### config.mk
export PLATFORM = sky130hd
export DESIGN_NAME = irq_countdown_timer
export DESIGN_NICKNAME = d
export VERILOG_FILES = /design/src/rtl/itmr_pkg.sv /design/src/rtl/itmr_regs.sv /design/src/rtl/itmr_prescaler.sv /design/src/rtl/itmr_core.sv /design/src/rtl/irq_countdown_timer.sv
export SDC_FILE = /design/constraint.sdc
export NUM_CORES = 1
export LEC_CHECK = 0
export BUFFER_PORTS_ARGS = -buffer_cell sky130_fd_sc_hd__clkbuf_2
export CORE_MARGIN = 5
export CORE_UTILIZATION = 59
export DETAILED_ROUTE_END_ITERATION = 8
export GPL_ROUTABILITY_DRIVEN = 0
export GPL_TIMING_DRIVEN = 0
export HOLD_SLACK_MARGIN = 0.02
export PLACE_DENSITY = 0.81
export SLEW_MARGIN = 20
export SYNTH_ARGS = -nofsm -noshare
export SYNTH_HDL_FRONTEND = slang
export SYNTH_SLANG_ARGS = --single-unit
### constraint.sdc
create_clock -name clk -period 4.24 [get_ports clk]
set_input_delay 0.424 -clock clk [delete_from_list [all_inputs] [get_ports clk]]
set_output_delay 0.424 -clock clk [all_outputs]
set_load 0.02 [all_outputs]
### src/rtl/itmr_pkg.sv
// Shared constants and helpers for the countdown interrupt timer.
// Assumes 32-bit registers at fixed 12-bit byte offsets.
package itmr_pkg;
    localparam int REG_AW   = 12;
    localparam int REG_DW   = 32;
    localparam int SHIFT_W  = 3;

    localparam logic [REG_AW-1:0] OFS_ENTRY = 12'h320;
    localparam logic [REG_AW-1:0] OFS_START = 12'h380;
    localparam logic [REG_AW-1:0] OFS_LIVE  = 12'h390;
    localparam logic [REG_AW-1:0] OFS_DIV   = 12'h3E0;

    localparam int MASK_BIT  = 16;
    localparam int MODE_LSB  = 17;
    localparam logic [1:0] MODE_REPEAT = 2'b01;
    localparam logic [REG_DW-1:0] ENTRY_RST = 32'h0001_0000;

    // Map a divide word to a prescaler shift: index {d[3],d[1:0]}, 7 -> 0, else +1.
    function automatic logic [SHIFT_W-1:0] div_to_shift(input logic [REG_DW-1:0] cfg);
        logic [SHIFT_W-1:0] idx;
        idx = {cfg[3], cfg[1:0]};
        return (idx == 3'b111) ? '0 : idx + 1'b1;
    endfunction
endpackage

### src/rtl/itmr_regs.sv
// Register file of the countdown timer: entry word, start value, divide
// setting, and the combinational read mux. Assumes a one-cycle write strobe.
// The live count is owned by the core and only routed here for reads.
module itmr_regs
    import itmr_pkg::*;
(
    input  logic              clk,
    input  logic              rst_n,
    input  logic              wr_en,
    input  logic [REG_AW-1:0] addr,
    input  logic [REG_DW-1:0] wdata,
    input  logic [REG_DW-1:0] live_cnt,
    output logic [REG_DW-1:0] rdata,
    output logic [REG_DW-1:0] start_val,
    output logic [7:0]        ent_vector,
    output logic              ent_masked,
    output logic [1:0]        ent_mode,
    output logic [SHIFT_W-1:0] div_shift
);
    logic [REG_DW-1:0] entry_q;
    logic [REG_DW-1:0] start_q;
    logic [REG_DW-1:0] div_q;

    // Store software-writable words; the live count offset is not writable here.
    always_ff @(posedge clk) begin
        if (!rst_n) begin
            entry_q <= ENTRY_RST;
            start_q <= '0;
            div_q   <= '0;
        end else if (wr_en) begin
            if (addr == OFS_ENTRY) entry_q <= wdata;
            if (addr == OFS_START) start_q <= wdata;
            if (addr == OFS_DIV)   div_q   <= wdata;
        end
    end

    // Return the full stored word for a mapped offset, zero otherwise.
    always_comb begin
        unique case (addr)
            OFS_ENTRY: rdata = entry_q;
            OFS_START: rdata = start_q;
            OFS_LIVE:  rdata = live_cnt;
            OFS_DIV:   rdata = div_q;
            default:   rdata = '0;
        endcase
    end

    assign start_val  = start_q;
    assign ent_vector = entry_q[7:0];
    assign ent_masked = entry_q[MASK_BIT];
    assign ent_mode   = entry_q[MODE_LSB+1:MODE_LSB];
    assign div_shift  = div_to_shift(div_q);
endmodule

### src/rtl/itmr_prescaler.sv
// Power-of-two prescaler: emits one step every 2^shift enabled ticks.
// Assumes shift changes only between runs; restart clears the phase.
module itmr_prescaler #(
    parameter int SHIFT_W = 3
) (
    input  logic               clk,
    input  logic               rst_n,
    input  logic               tick_en,
    input  logic               restart,
    input  logic [SHIFT_W-1:0] shift,
    output logic               step
);
    localparam int PRE_W = (1 << SHIFT_W) - 1;

    logic [PRE_W-1:0] pre_q;
    logic [PRE_W:0]   span;
    logic [PRE_W-1:0] limit;

    // Terminal phase value for the selected shift.
    always_comb begin
        span  = {{PRE_W{1'b0}}, 1'b1} << shift;
        limit = PRE_W'(span - 1'b1);
    end

    assign step = tick_en && (pre_q == limit);

    // Advance the phase on enabled ticks, wrap at the limit, clear on restart.
    always_ff @(posedge clk) begin
        if (!rst_n || restart || step) begin
            pre_q <= '0;
        end else if (tick_en) begin
            pre_q <= pre_q + 1'b1;
        end
    end
endmodule

### src/rtl/itmr_core.sv
// Down counter and request generator. Expiry is the step from 1 to 0;
// a load in the same cycle wins over a step. Assumes one step per cycle at most.
module itmr_core #(
    parameter int CNT_W = 32
) (
    input  logic             clk,
    input  logic             rst_n,
    input  logic             load,
    input  logic [CNT_W-1:0] load_val,
    input  logic             step,
    input  logic             repeat_mode,
    input  logic [CNT_W-1:0] start_val,
    input  logic             masked,
    input  logic [7:0]       vector_in,
    output logic [CNT_W-1:0] live_cnt,
    output logic             irq_pulse,
    output logic [7:0]       irq_vector
);
    logic [CNT_W-1:0] cnt_q;
    logic             expire;

    assign expire   = step && !load && (cnt_q == CNT_W'(1));
    assign live_cnt = cnt_q;

    // Load, count down, reload or stop at expiry.
    always_ff @(posedge clk) begin
        if (!rst_n) begin
            cnt_q <= '0;
        end else if (load) begin
            cnt_q <= load_val;
        end else if (step && cnt_q != '0) begin
            if (expire) cnt_q <= repeat_mode ? start_val : '0;
            else        cnt_q <= cnt_q - 1'b1;
        end
    end

    // Raise a one-cycle request with the vector when expiry is unmasked.
    always_ff @(posedge clk) begin
        if (!rst_n) begin
            irq_pulse  <= 1'b0;
            irq_vector <= '0;
        end else begin
            irq_pulse <= expire && !masked;
            if (expire && !masked) irq_vector <= vector_in;
        end
    end
endmodule

### src/rtl/irq_countdown_timer.sv
// Top of the countdown interrupt timer: register file, prescaler, core.
// Assumes a single-cycle write strobe and a combinational read port.
module irq_countdown_timer
    import itmr_pkg::*;
(
    input  logic              clk,
    input  logic              rst_n,
    input  logic              tick_en,
    input  logic              reg_wr_en,
    input  logic [REG_AW-1:0] reg_addr,
    input  logic [REG_DW-1:0] reg_wdata,
    output logic [REG_DW-1:0] reg_rdata,
    output logic              irq_pulse,
    output logic [7:0]        irq_vector
);
    logic [REG_DW-1:0]  cur_cnt;
    logic [REG_DW-1:0]  start_val;
    logic [7:0]         ent_vector;
    logic               ent_masked;
    logic [1:0]         ent_mode;
    logic [SHIFT_W-1:0] div_shift;
    logic               load;
    logic               step;

    assign load = reg_wr_en && (reg_addr == OFS_START);

    itmr_regs u_regs (
        .clk        (clk),
        .rst_n      (rst_n),
        .wr_en      (reg_wr_en),
        .addr       (reg_addr),
        .wdata      (reg_wdata),
        .live_cnt   (cur_cnt),
        .rdata      (reg_rdata),
        .start_val  (start_val),
        .ent_vector (ent_vector),
        .ent_masked (ent_masked),
        .ent_mode   (ent_mode),
        .div_shift  (div_shift)
    );

    itmr_prescaler #(.SHIFT_W(SHIFT_W)) u_pre (
        .clk     (clk),
        .rst_n   (rst_n),
        .tick_en (tick_en),
        .restart (load),
        .shift   (div_shift),
        .step    (step)
    );

    itmr_core #(.CNT_W(REG_DW)) u_core (
        .clk         (clk),
        .rst_n       (rst_n),
        .load        (load),
        .load_val    (reg_wdata),
        .step        (step),
        .repeat_mode (ent_mode == MODE_REPEAT),
        .start_val   (start_val),
        .masked      (ent_masked),
        .vector_in   (ent_vector),
        .live_cnt    (cur_cnt),
        .irq_pulse   (irq_pulse),
        .irq_vector  (irq_vector)
    );
endmodule

# --- Word level (Yosys, flattened, before mapping) ---
# Cells that the tools add are included.
# W data, S select, Z words.
totals:
  reg_bits: 144
  latchBits: 0
  mem_bits_rw: 0
  mem_bits_ro: 0
  inputBits: 48
  out_inout_bits: 41
  wordCells: 42
  memories: 0
classes:
  add_sub_neg: 4
  n_mul: 0
  n_div: 0
  n_lt_le_gt_ge: 0
  n_eq_ne: 8
  shift: 1
  muxes: 6
  n_bitwise: 0
  n_reduce_logical: 16
op_table:
  columns: ["op", "count"]
  rows:
  - ["$mux W32", 4]
  - ["$pmux W32 S4", 1]
  - ["$eq A12 B10 Y1 const B", 4]
  - ["$eq A32 B1 Y1 const B", 1]
  - ["$reduce_bool A32 Y1", 1]
  - ["$sub A32 B1 Y32 const B", 1]
  - ["$add A7 B1 Y7 const B", 1]
  - ["$eq A7 B7 Y1", 1]
  - ["$shl A1 B3 Y7 const A", 1]
  - ["$sub A7 B1 Y7 const B", 1]
  - ["$logic_and A1 B1 Y1", 6]
  - ["$reduce_and A2 Y1", 3]
  - ["$add A3 B1 Y3 const B", 1]
  - ["$eq A3 B3 Y1 const B", 1]
  - ["$logic_not A1 Y1", 3]
  - ["$mux W3", 1]
  - ["$eq A2 B1 Y1 const B", 1]
  - ["$logic_or A1 B1 Y1", 2]
  - ["$reduce_bool A2 Y1", 1]

# --- Depth between registers and ports, before layout ---
depth:
  depth_word: 11
  ltp_mapped: 15
  depth_no_buf: 12

# --- Modules after synthesis ---
# A second synthesis with hierarchy kept.
unflattened:
  hier_cells: 931
  area_unflattened_um2: 8089.0
modules_own_cells:
  columns: ["module", "n_inst", "cells_each", "area_per_inst_um2", "seq_area_each_um2"]
  rows:
  - ["itmr_regs", 1, 508, 4719.5, 1921.8]
  - ["itmr_core", 1, 360, 2802.7, 820.8]
  - ["itmr_prescaler", 1, 57, 515.5, 140.1]
  - ["irq_countdown_timer", 1, 6, 51.3, 0.0]

# --- Worst setup path before layout ---
# No wires, ideal clock.
synth_path:
  path_type: "register to register"
  startpoint: "register u_regs.div_q[1]"
  endpoint: "register u_core.cnt_q[1] (netlist: u_core.live_cnt[1])"
  arrival_ns: 3.179
  t_required_ns: 4.165
  path_slack_ns: 0.986
  stages_incl_launch_ff: 15
  cell_sequence: "dfxtp_1 buf_2 nand2_1 inv_1 ha_1 or3_1 ha_1 nand2b_1 mux2i_1 a211o_1 a21o_1 nor3_2 buf_2 mux2_2 o21ai_0"
synth_between:
  elab_chain_len: 11
  word_cells_on_any_way: 14
synth_lines:
  columns: ["element", "line_no", "source"]
  rows:
  - ["start, declared", "itmr_regs.sv:22", "logic [REG_DW-1:0] div_q;"]
  - ["start signal, assigned", "itmr_regs.sv:33", "if (addr == OFS_DIV) div_q <= wdata;"]
  - ["$add A3 B1 Y3 / $eq A3 B3 Y1 (equally long branches)", "itmr_pkg.sv:22", "return (idx == 3'b111) ? '0 : idx + 1'b1;"]
  - ["$mux W3 (*)", "itmr_pkg.sv:22", null]
  - ["$shl A1 B3 Y7 (*)", "itmr_prescaler.sv:21", "span = {{PRE_W{1'b0}}, 1'b1} << shift;"]
  - ["$sub A7 B1 Y7 (*)", "itmr_prescaler.sv:22", "limit = PRE_W'(span - 1'b1);"]
  - ["$eq A7 B7 Y1 (*)", "itmr_prescaler.sv:25", "assign step = tick_en && (pre_q == limit);"]
  - ["$logic_and A1 B1 Y1 (*)", "itmr_prescaler.sv:25", null]
  - ["$logic_and A1 B1 Y1 (2 in series)", "itmr_core.sv:22", "assign expire = step && !load && (cnt_q == CNT_W'(1));"]
  - ["$mux W32", "itmr_core.sv:32", "if (expire) cnt_q <= repeat_mode ? start_val : '0;"]
  - ["$mux W32", "itmr_core.sv:31", "end else if (step && cnt_q != '0) begin"]
  - ["$mux W32", "itmr_core.sv:29", "end else if (load) begin"]
  - ["end signal, assigned", "itmr_core.sv:30", "cnt_q <= load_val;"]
  - ["end signal, assigned", "itmr_core.sv:32", null]
  - ["end signal, assigned", "itmr_core.sv:33", "else cnt_q <= cnt_q - 1'b1;"]
  - ["end, declared", "itmr_core.sv:19", "logic [CNT_W-1:0] cnt_q;"]
# Mark *: on every way between the ends. The rest lies on a longest branch, timed or not. The select of a mux whose other input is x is not followed.
# A chain may end at the register's enable or synchronous reset.

# --- Final worst setup path ---
layout_path:
  startpoint: "input reg_addr[11]"
  endpoint: "output reg_rdata[16]"
layout_between:
  elab_chain_len: 2
  word_cells_on_any_way: 5
layout_lines:
  columns: ["element", "line_no", "source"]
  rows:
  - ["start, declared", "irq_countdown_timer.sv:10", "input logic [REG_AW-1:0] reg_addr,"]
  - ["$eq A12 B10 Y1", "itmr_regs.sv:39", "unique case (addr)"]
  - ["$pmux W32 S4 (*)", "itmr_regs.sv:39", null]
  - ["end, declared", "irq_countdown_timer.sv:12", "output logic [REG_DW-1:0] reg_rdata,"]
# Mark *: on every way between the ends. The rest lies on a longest branch, timed or not.

==> results.ini <==
[pwr]
p_leak_uw=0.00328
ir_worst_vdd_v=0.000318
power_density_mw_per_mm2=642

[timing]
slew_violations=0
finalSetupTns_ns=0
fin_crit_sh_pct=95.3
layout_setup_ws_ns=0.201
period_needed_ns=4.04
slew_headroom_pct=35.5
finalHoldViolations=0
fin_worst_skew_ns=0.0115
setup_viol=0
rsz0062_at_grt=false
tightest_slew_ns=0.968
hold_slack_ns=0.236
fmax_ghz=0.248

[synth]
syn_area_sq_mm=0.00747
synth.distinct_cells=59
synth.net_count=1035
synth_ff_type=dfxtp_1
synth-seq-cells=144
synthArstFlopShare_pct=0
seq_area_frac_synth_pct=38.6
avgSynthCellArea_sq_um=7.63
synth_enable_flop_cells=0
netlist_instances=979
yosysWarningCount=0

[global_routing]
grt_pass1_wl_um=39200
globalRoute.totalOverflow=0
grt_use_total_pct=34.2
grt_max_degree=17
grt_pass1_vias=7135
antenna_found_initial=0

[drt]
wire_per_inst_um=19.9
drt-initial-drc-count=1366
drc=0
vias=7928
routed_wl_um=25200
drtPass1Iterations=7
avgViaCountPerCell=6.24
drtAntennaViolNets=0

[worst_setup_path]
reg2reg_from=u_regs.div_q[0]
critPathCaptureType=primary output
critPathKind=input pin to primary output
cp.arrival_ns=3.61
cp.required_ns=3.82
critPathMaxFanout=10
critPathLaunch=reg_addr[11]
rr_worst_depth=14
start_kind=input pin

[clock_network]
cts.clk_slew.worst_paths_ns=0.06
cts_max_level=4
cts_resized=0
hold_buffers=0
postCtsSetupRepairBufs=0
cts_buffer_depth=2
clock_sinks=144
clk-insertion-delay-late_ns=0.44
cts_tree=built
clk_root_buffer_cell=clkbuf_16
cts_made_buffers=17

[die]
die_w_um=123
core_area_sq_mm=0.0125
die_y_um=123
io_pins=89
initial_core_util_pct=59.7
rows=41
dieArea_sq_mm=0.0150

[placed_design]
placed_area_sq_mm=0.00812
io_buffers=87
hpwl_um=17300
place_ws_ns=0.343

[hold_path]
whs_path_depth=3
min_from=reg_wdata[31]
hp-class=input pin to flop

[finish]
drive_gt1_share_pct=14.7
final_nets=1141
finalInstanceArea_sq_mm=0.00870
fillers=1100
fin_util_pct=69.5
antennaDiodeCount=0
syn2layout_area_growth_pct=16.5

[outcome]
status=complete, no violations

[flow_run]
cap_violations=0

registers in the layout, summed over array words and instances, names as in the netlist:
name	cells
u_core.irq_pulse	1
u_core.live_cnt	32
u_regs.entry_q	32
u_regs.start_val	32
u_core.irq_vector	8
u_pre.pre_q	7
u_regs.div_q	32
cell usage after synthesis (all sizes together), types with 2 or more instances:
cell	n	area share [%]
a21oi	102	6.8
a222oi	32	4.3
a22o	4	0.47
a22oi	6	0.60
a41oi	4	0.47
and2	11	0.92
and3	9	0.82
and3b	2	0.23
buf	9	0.70
clkbuf	62	3.1
dfxtp	144	39
ha	8	1.3
inv	10	0.50
mux2	24	3.6
mux2i	18	2.4
nand2	325	16
nand2b	4	0.33
nand3	13	1.0
nand4	7	0.59
nor2	39	2.0
nor2b	3	0.25
nor3	11	0.80
nor3b	4	0.40
nor4	8	1.1
nor4bb	4	0.54
o21ai	32	2.1
o22a	7	0.82
o2bb2ai	7	0.82
or2	3	0.25
or3	3	0.25
or4	6	0.70
xnor2	22	2.6
xor2	18	2.1
placed cells by master, fill, tap and decap left out, drive strengths merged, types with 2 or more instances in the layout:
cell      instances
nor2             39
nand2           325
nor4              8
bufinv            2
mux2i            18
clkbuf          169
xor2             18
o2bb2ai           7
nand2b            4
or4               6
nor3             11
or2               3
nor3b             4
a22oi             6
nor2b             3
and3              9
o21ai            32
nand3            13
nor4bb            4
inv              11
mux2             24
a21oi           102
nand4             7
and3b             2
and2             11
ha                8
a22o              4
a222oi           32
dfxtp           144
or3               3
clkinvlp          3
o22a              7
a41oi             4
xnor2            22
buf               9
clkinv            6
through the flow:
stage	cells	power [uW]
floorplan	979	4740
global placement	1238	5370
detailed placement	1238	5440
CTS	1270	6950
global route	1270	7420
finish	1270	5590
cell type report:
class                      count  area, sq um  area share (%)
multi-input combinational    754         4270            49.0
sequential                   144         2880            33.1
clock buffer                  20          447            5.13
timing repair buffer          87          435            5.00
buffer                        71          285            3.28
tap                          172          215            2.47
clock inverter                12          136            1.57
inverter                      10         37.5           0.431
cell families after synthesis:
logic type	Yosys count	synth area share, %
multiplexers	42	6.03
AO/OA/AOI/OAI	206	17.8
AND/OR/NAND/NOR	458	27.2
adder cells (fa/ha/maj)	8	1.34
flip-flops	144	38.6
buffers and inverters	81	4.32
XOR/XNOR	40	4.69
worst max-delay path, stage by stage:
cell and delay, ns:
clkbuf_2 0.09, nor4bb_1 0.53, nor4bb_1 0.50, and3b_1 0.23
clkbuf_1 0.44, clkbuf_1 0.78, a222oi_1 0.25, nand2_1 0.18
clkbuf_2 0.19
routing by layer:
metal	track usage, %	wire length, um
met5	0	0
met4	15.9	1020
met3	9.08	3220
met2	52.7	11100
met1	44.9	9850
where the power goes:
part | internal [uW] | switching [uW]
clock | 883 | 607
combinational | 1140 | 1330
sequential | 1460 | 171
total | 3490 | 2100
path summary, 6_finish.rpt:
| kind | endpoint | slack, ns |
|---|---|---|
| max | reg_rdata[16] | 0.20 |
| min | u_regs.entry_q[31] | 0.24 |
| max reg2reg | u_core.live_cnt[28] | 0.40 |
| min reg2reg | u_regs.div_q[4] | 0.45 |
Power figures use the tool's default switching activity.
